### config.mk
export PLATFORM = sky130hd
export DESIGN_NAME = smem_phase_seq
export DESIGN_NICKNAME = d
export VERILOG_FILES = /design/src/rtl/smem_pkg.sv /design/src/rtl/smem_wait_sync.sv /design/src/rtl/smem_len_calc.sv /design/src/rtl/smem_phase_fsm.sv /design/src/rtl/smem_phase_seq.sv
export SDC_FILE = /design/constraint.sdc
export NUM_CORES = 1
export LEC_CHECK = 0
export BUFFER_PORTS_ARGS = -buffer_cell sky130_fd_sc_hd__buf_2
export CELL_PAD_IN_SITES_DETAIL_PLACEMENT = 2
export CELL_PAD_IN_SITES_GLOBAL_PLACEMENT = 2
export CORE_MARGIN = 2
export CORE_UTILIZATION = 34
export CTS_BUF_LIST = sky130_fd_sc_hd__clkbuf_16
export CTS_CLUSTER_SIZE = 20
export DETAILED_ROUTE_END_ITERATION = 16
export PLACE_DENSITY = 0.92
export SETUP_SLACK_MARGIN = 0.1
export SLEW_MARGIN = 20
export SYNTH_ARGS = -nofsm -noshare
export SYNTH_HDL_FRONTEND = slang
export SYNTH_SLANG_ARGS = --single-unit
export TNS_END_PERCENT = 30
### constraint.sdc
create_clock -name clk -period 4.3 [get_ports clk]
set_input_delay 1.075 -clock clk [delete_from_list [all_inputs] [get_ports clk]]
set_output_delay 1.075 -clock clk [all_outputs]
set_load 0.05 [all_outputs]
### src/rtl/smem_pkg.sv
package smem_pkg;
   typedef enum logic [1:0] {
      PH_IDLE  = 2'd0,
      PH_SETUP = 2'd1,
      PH_HOLD  = 2'd2,
      PH_DATA  = 2'd3
   } phase_e;
endpackage

### src/rtl/smem_wait_sync.sv
module smem_wait_sync #(
   parameter int STAGES = 2
) (
   input  logic clk,
   input  logic rst_n,
   input  logic wait_n_i,
   output logic wait_act_o
);
   generate
      if (STAGES < 2) begin : g_bad
         $error("smem_wait_sync: STAGES must be at least 2");
      end
   endgenerate

   logic [STAGES-1:0] stg_q;

   always_ff @(posedge clk or negedge rst_n) begin
      if (!rst_n) stg_q <= '1;
      else        stg_q <= {stg_q[STAGES-2:0], wait_n_i};
   end

   assign wait_act_o = ~stg_q[STAGES-1];
endmodule

### src/rtl/smem_len_calc.sv
module smem_len_calc #(
   parameter int SET_W    = 4,
   parameter int HLD_W    = 4,
   parameter int DAT_W    = 8,
   parameter int CFG_W    = 16,
   parameter int RD_EXTRA = 2,
   parameter int LEN_W    = 10
) (
   input  logic [CFG_W-1:0] timing_i,
   input  logic             mux_i,
   input  logic             wr_i,
   output logic [LEN_W-1:0] setup_len_o,
   output logic [LEN_W-1:0] hold_len_o,
   output logic [LEN_W-1:0] data_len_o
);
   localparam int SET_LSB = 0;
   localparam int HLD_LSB = SET_W;
   localparam int DAT_LSB = SET_W + HLD_W;

   logic [SET_W-1:0] set_f;
   logic [HLD_W-1:0] hld_f, hld_eff;
   logic [DAT_W-1:0] dat_f, dat_eff;

   always_comb begin
      set_f   = timing_i[SET_LSB +: SET_W];
      hld_f   = timing_i[HLD_LSB +: HLD_W];
      dat_f   = timing_i[DAT_LSB +: DAT_W];
      hld_eff = (hld_f == '0) ? HLD_W'(1) : hld_f;
      dat_eff = (dat_f == '0) ? DAT_W'(1) : dat_f;
      setup_len_o = LEN_W'(set_f) + LEN_W'(1);
      hold_len_o  = LEN_W'(hld_eff) + LEN_W'(1);
      data_len_o  = LEN_W'(dat_eff) + LEN_W'(1)
                  + ((!mux_i && !wr_i) ? LEN_W'(RD_EXTRA) : LEN_W'(0));
   end
endmodule

### src/rtl/smem_phase_fsm.sv
module smem_phase_fsm
   import smem_pkg::*;
#(
   parameter int LEN_W = 10
) (
   input  logic             clk,
   input  logic             rst_n,
   input  logic             start_i,
   input  logic             mux_i,
   input  logic             wr_i,
   input  logic [LEN_W-1:0] setup_len_i,
   input  logic [LEN_W-1:0] hold_len_i,
   input  logic [LEN_W-1:0] data_len_i,
   input  logic             wait_act_i,
   output phase_e           phase_o,
   output logic             wr_o,
   output logic             last_o,
   output logic             done_o
);
   phase_e           ph_q;
   logic [LEN_W-1:0] cnt_q, set_q, hld_q, dat_q;
   logic             mux_q, wr_q, done_q;
   logic             phase_end;

   always_comb begin
      unique case (ph_q)
         PH_SETUP: phase_end = (cnt_q == set_q - LEN_W'(1));
         PH_HOLD:  phase_end = (cnt_q == hld_q - LEN_W'(1));
         PH_DATA:  phase_end = (cnt_q == dat_q - LEN_W'(1)) && !wait_act_i;
         default:  phase_end = 1'b0;
      endcase
   end

   always_ff @(posedge clk or negedge rst_n) begin
      if (!rst_n) begin
         ph_q   <= PH_IDLE;
         cnt_q  <= '0;
         set_q  <= '0;
         hld_q  <= '0;
         dat_q  <= '0;
         mux_q  <= 1'b0;
         wr_q   <= 1'b0;
         done_q <= 1'b0;
      end else begin
         done_q <= 1'b0;
         unique case (ph_q)
            PH_IDLE: if (start_i) begin
               ph_q  <= PH_SETUP;
               cnt_q <= '0;
               set_q <= setup_len_i;
               hld_q <= hold_len_i;
               dat_q <= data_len_i;
               mux_q <= mux_i;
               wr_q  <= wr_i;
            end
            PH_SETUP: if (phase_end) begin
               cnt_q <= '0;
               ph_q  <= mux_q ? PH_HOLD : PH_DATA;
            end else cnt_q <= cnt_q + LEN_W'(1);
            PH_HOLD: if (phase_end) begin
               cnt_q <= '0;
               ph_q  <= PH_DATA;
            end else cnt_q <= cnt_q + LEN_W'(1);
            PH_DATA: if (phase_end) begin
               cnt_q  <= '0;
               ph_q   <= PH_IDLE;
               done_q <= 1'b1;
            end else if (!wait_act_i) cnt_q <= cnt_q + LEN_W'(1);
            default: ph_q <= PH_IDLE;
         endcase
      end
   end

   assign phase_o = ph_q;
   assign wr_o    = wr_q;
   assign last_o  = (ph_q == PH_DATA) && phase_end;
   assign done_o  = done_q;


   wait_freeze_chk: assert property (@(posedge clk) disable iff (!rst_n)
      (ph_q == PH_DATA && wait_act_i) |=> (ph_q == PH_DATA && $stable(cnt_q)));

   hold_only_mux_chk: assert property (@(posedge clk) disable iff (!rst_n)
      (ph_q == PH_HOLD) |-> mux_q);
endmodule

### src/rtl/smem_phase_seq.sv
module smem_phase_seq
   import smem_pkg::*;
#(
   parameter int AW          = 16,
   parameter int DW          = 16,
   parameter int SET_W       = 4,
   parameter int HLD_W       = 4,
   parameter int DAT_W       = 8,
   parameter int CFG_W       = 16,
   parameter int RD_EXTRA    = 2,
   parameter int SYNC_STAGES = 2
) (
   input  logic             clk,
   input  logic             rst_n,
   input  logic             cfg_we_i,
   input  logic [CFG_W-1:0] cfg_wdata_i,
   input  logic             req_i,
   input  logic             req_write_i,
   input  logic             req_mux_i,
   input  logic [AW-1:0]    req_addr_i,
   input  logic [DW-1:0]    req_wdata_i,
   output logic             busy_o,
   output logic             ack_o,
   output logic [DW-1:0]    rdata_o,
   output logic [AW-1:0]    mem_addr_o,
   output logic [DW-1:0]    mem_wdata_o,
   input  logic [DW-1:0]    mem_rdata_i,
   output logic             mem_cs_n_o,
   output logic             mem_adv_n_o,
   output logic             mem_oe_n_o,
   output logic             mem_we_n_o,
   input  logic             mem_wait_n_i,
   output logic             mem_cap_o
);
   localparam int LEN_W = DAT_W + 2;

   generate
      if (CFG_W != SET_W + HLD_W + DAT_W) begin : g_bad_cfg
         $error("smem_phase_seq: CFG_W must equal the sum of the field widths");
      end
      if (RD_EXTRA < 0 || RD_EXTRA > 2) begin : g_bad_extra
         $error("smem_phase_seq: RD_EXTRA must be 0..2");
      end
   endgenerate

   logic [CFG_W-1:0] cfg_q;
   logic [LEN_W-1:0] setup_len, hold_len, data_len;
   logic             wait_act, accept, last, wr_cur, done;
   phase_e           phase;
   logic [AW-1:0]    addr_q;
   logic [DW-1:0]    wdata_q, rdata_q;

   assign accept = req_i && (phase == PH_IDLE);

   always_ff @(posedge clk or negedge rst_n) begin
      if (!rst_n) begin
         cfg_q   <= '1;
         addr_q  <= '0;
         wdata_q <= '0;
         rdata_q <= '0;
      end else begin
         if (cfg_we_i) cfg_q <= cfg_wdata_i;
         if (accept) begin
            addr_q  <= req_addr_i;
            wdata_q <= req_wdata_i;
         end
         if (mem_cap_o) rdata_q <= mem_rdata_i;
      end
   end

   smem_wait_sync #(.STAGES(SYNC_STAGES)) sync_i (
      .clk(clk), .rst_n(rst_n), .wait_n_i(mem_wait_n_i), .wait_act_o(wait_act));

   smem_len_calc #(.SET_W(SET_W), .HLD_W(HLD_W), .DAT_W(DAT_W), .CFG_W(CFG_W),
                   .RD_EXTRA(RD_EXTRA), .LEN_W(LEN_W)) len_i (
      .timing_i(cfg_q), .mux_i(req_mux_i), .wr_i(req_write_i),
      .setup_len_o(setup_len), .hold_len_o(hold_len), .data_len_o(data_len));

   smem_phase_fsm #(.LEN_W(LEN_W)) fsm_i (
      .clk(clk), .rst_n(rst_n), .start_i(accept), .mux_i(req_mux_i),
      .wr_i(req_write_i), .setup_len_i(setup_len), .hold_len_i(hold_len),
      .data_len_i(data_len), .wait_act_i(wait_act), .phase_o(phase),
      .wr_o(wr_cur), .last_o(last), .done_o(done));

   assign busy_o      = (phase != PH_IDLE);
   assign ack_o       = done;
   assign rdata_o     = rdata_q;
   assign mem_addr_o  = addr_q;
   assign mem_wdata_o = wdata_q;
   assign mem_cs_n_o  = (phase == PH_IDLE);
   assign mem_adv_n_o = (phase != PH_SETUP);
   assign mem_oe_n_o  = !((phase == PH_DATA) && !wr_cur);
   assign mem_we_n_o  = !((phase == PH_DATA) && wr_cur);
   assign mem_cap_o   = last && !wr_cur;


   oe_we_excl_chk: assert property (@(posedge clk) disable iff (!rst_n)
      !(!mem_oe_n_o && !mem_we_n_o));

   strobe_in_cs_chk: assert property (@(posedge clk) disable iff (!rst_n)
      (!mem_oe_n_o || !mem_we_n_o || !mem_adv_n_o) |-> !mem_cs_n_o);

   ack_pulse_chk: assert property (@(posedge clk) disable iff (!rst_n)
      ack_o |=> !ack_o);

   addr_hold_chk: assert property (@(posedge clk) disable iff (!rst_n)
      ($past(busy_o) && busy_o) |-> ($stable(mem_addr_o) && $stable(mem_wdata_o)));

   no_accept_busy_chk: assert property (@(posedge clk) disable iff (!rst_n)
      (busy_o && !last) |=> busy_o);
endmodule

==> flow_metrics.py <==
metrics = {
    "outcome": {
        "status": "finished, final reports clean",
    },
    "routing": {
        "avgRoutedWirePerCell_um": 20.8,
        "drtAntennaViolNets": 0,
        "drt_wl_total_um": 15500,
        "first_pass_iters": 4,
        "num_vias": 3882,
        "drc": 0,
        "vias_per_cell": 5.22,
        "drt_iter0_drc": 156,
    },
    "placement": {
        "pre_cts_ws_ns": 0.131,
        "portBuffers": 125,
        "dpl-instance-area_um2": 5780,
        "gp_congestion": 0.824,
        "dpl.hpwl_um": 10700,
    },
    "clock_tree": {
        "ctsHoldBuffers": 0,
        "clkTransAtPathRegs_ns": 0.08,
        "h-tree-depth": 3,
        "cts_tree": "built",
        "worstSkewPairLatency_ns": 0.36,
        "clock_sinks": 101,
        "cts_buffers": 9,
        "clockBufferDepth": 2,
        "cts-root-buf": "clkbuf_16",
    },
    "floorplan": {
        "ios": 126,
        "die_w_um": 125,
        "placeableCoreArea_um2": 14400,
        "dieArea_um2": 15600,
        "die_h_um": 125,
        "start_util_pct": 34.5,
        "num_rows": 44,
    },
    "cells_and_area": {
        "nNetsFinal": 638,
        "layout_commonest_cell": "buf_2",
        "drive_gt1_share_pct": 48.0,
        "area_growth_syn_to_layout_pct": 26.4,
        "n_antenna_cell": 0,
        "final_area_um2": 6260,
        "final_cell_mix": "123 x buf_2, 81 x dfrtp_1, 71 x mux2_2",
    },
    "yosys": {
        "yosysUniqueCellTypes": 48,
        "synth-edff-count": 0,
        "synthesis.area_um2": 4960,
        "ys_seq_elements": 101,
        "yosysSeqAreaShare_pct": 51.4,
        "synthesis.nets": 506,
        "syn_area_per_cell_um2": 11.7,
        "synth_ff_type": "dfrtp_1",
        "ys_async_sr_fraction_pct": 100,
        "synth_cells": 423,
        "ys_warn_count": 0,
    },
    "worst_setup_path": {
        "worstSetupEndpointType": "output port",
        "max_stage_delay_ns": 0.63,
        "cp_max_fo": 10,
        "cpMostUsedCell": "xnor2_1",
        "r2r.worst_path.cells": 15,
        "cp.required_ns": 3.22,
        "critPathSlowestCell": "or4_2",
        "worstSetupStartpointType": "register",
        "path_cells": "xnor2_1 -> xnor2_1 -> or4_4 -> or3_1 -> or4_2 -> o21ai_2 -> buf_6",
        "arrival_ns": 3.10,
        "critPathKind": "register to output port",
    },
    "timing": {
        "finalHoldViolCount": 0,
        "slew_headroom_pct": 34.0,
        "hold_slack_ns": 0.362,
        "period_minus_slack_ns": 4.18,
        "finClkSkew_ns": 0.0121,
        "tightest_slew_ns": 0.991,
        "fmax_mhz": 239,
        "setup_viol": 0,
        "report.final.slew_viol_count": 0,
        "worst_slack_ns": 0.120,
        "setup_tns_ns": 0,
        "fin_crit_sh_pct": 97.2,
        "rsz0062_at_grt": "true",
    },
    "power": {
        "power_uw": 1910,
        "p_per_area_nw_per_um2": 305,
        "peakVddDrop_mv": 0.208,
        "p_leak_uw": 0.00311,
    },
    "hold_path": {
        "min_delay_path_depth": 0,
        "hold_path_class": "register to register",
    },
    "run": {
        "max_cap_violations": 0,
    },
    "global_route": {
        "first_global_vias": 4492,
        "grt_use_total_pct": 20.4,
        "grt_max_degree": 78,
        "grt-ovfl-total": 0,
        "antenna_found_initial": 0,
        "grt_pass1_wl_um": 24900,
    },
}
## kinds of logic (layout without fill, tap and decap cells)
| family | after synthesis | count (layout) | share of synthesized area (%) |
|---|---|---|---|
| AO/OA/AOI/OAI | 54 | 54 | 6.54 |
| multiplexers | 80 | 80 | 18.0 |
| AND/OR/NAND/NOR | 112 | 112 | 12.2 |
| buffers and inverters | 27 | 164 | 2.22 |
| XOR/XNOR | 36 | 36 | 6.36 |
| flip-flops | 101 | 101 | 51.4 |
| adder cells (fa/ha/maj) | 13 | 13 | 3.23 |
## critical path, delay by kind of cell (launching register included)
family / cells / cell delay (ns)
buffers and inverters: 1 / 0.18
DFF: 1 / 0.52
and+or+nand+nor: 3 / 1.50
AOI/OAI and AO/OA: 1 / 0.11
xor gates and xnor gates: 2 / 0.44
## flip-flops by register name (all words and copies together) (netlist names)
name and cells:
fsm_i.wr_o 1, fsm_i.set_q 5, fsm_i.dat_q 10, fsm_i.done_o 1, rdata_o 16, fsm_i.cnt_q 10
fsm_i.hld_q 5, fsm_i.phase_o 2, mem_wdata_o 16, fsm_i.mux_q 1, sync_i.stg_q 2, cfg_q 16
mem_addr_o 16
## layer usage
layer | wire (um) | share of wire [%] | vias to the layer above | track usage [%]
met5 | 0 | 0 | - | 0
met1 | 6040 | 39 | 2006 | 23.0
met3 | 742 | 4.8 | 16 | 5.15
met4 | 207 | 1.3 | 0 | 4.30
li1 | - | - | 1758 | -
met2 | 8500 | 55 | 102 | 38.4
## area by class of cell
class / instances / area, um2
fill: 1457 / 8100
sequential: 101 / 2550
multi-input combinational: 295 / 2410
timing repair buffer: 141 / 762
tap: 184 / 230
clock buffer: 9 / 225
clock inverter: 7 / 60.1
inverter: 7 / 28.8
## Yosys cell counts, types with 5 or more instances
cell type	n	area, um2
a21oi_1	12	60.1
and3_1	8	50.1
clkbuf_1	14	52.6
dfrtp_1	83	2080
dfstp_2	18	473
ha_1	12	150
inv_1	7	26.3
mux2_2	71	800
mux2i_1	8	80.1
nand2_1	26	97.6
nand3_1	10	50.1
nand4_1	5	31.3
nor2_1	21	78.8
nor3_1	8	40.0
nor3b_1	9	67.6
nor4_1	5	31.3
o21ai_0	24	120
or3_1	5	31.3
xnor2_1	23	201
xor2_1	13	114
## through the flow
step,utilization [%],cells
floorplan,-,423
global placement,40.2,718
detailed placement,40.2,718
CTS,43.2,740
global route,43.6,744
finish,43.6,744
## path summary, 6_finish.rpt
check	from	endpoint	slack [ns]
max	fsm_i.cnt_q[3]$_DFFE_PN0P_	mem_cap_o	0.12
min	sync_i.stg_q[0]$_DFF_PN1_	sync_i.stg_q[1]$_DFF_PN1_	0.36
max reg2reg	fsm_i.phase_o[0]$_DFFE_PN0P_	fsm_i.done_o$_DFF_PN0_	0.92
min reg2reg	sync_i.stg_q[0]$_DFF_PN1_	sync_i.stg_q[1]$_DFF_PN1_	0.36
max in group asynchronous	rst_n	sync_i.stg_q[0]$_DFF_PN1_	2.48
min in group asynchronous	rst_n	fsm_i.hld_q[2]$_DFFE_PN0P_	0.88
## what timing repair did
item,in CTS,in global routing
setup endpoints to repair,1,1
pin swaps,6,6
setup buffers,6,4
resized for setup,22,3
## report_power, final
group | switching [uW] | internal (uW) | total, uW
Clock | 399 | 402 | 802
Combinational | 54.6 | 55.1 | 110
Sequential | 23.5 | 978 | 1000
Total | 477 | 1440 | 1910
Power figures use the tool's default switching activity.
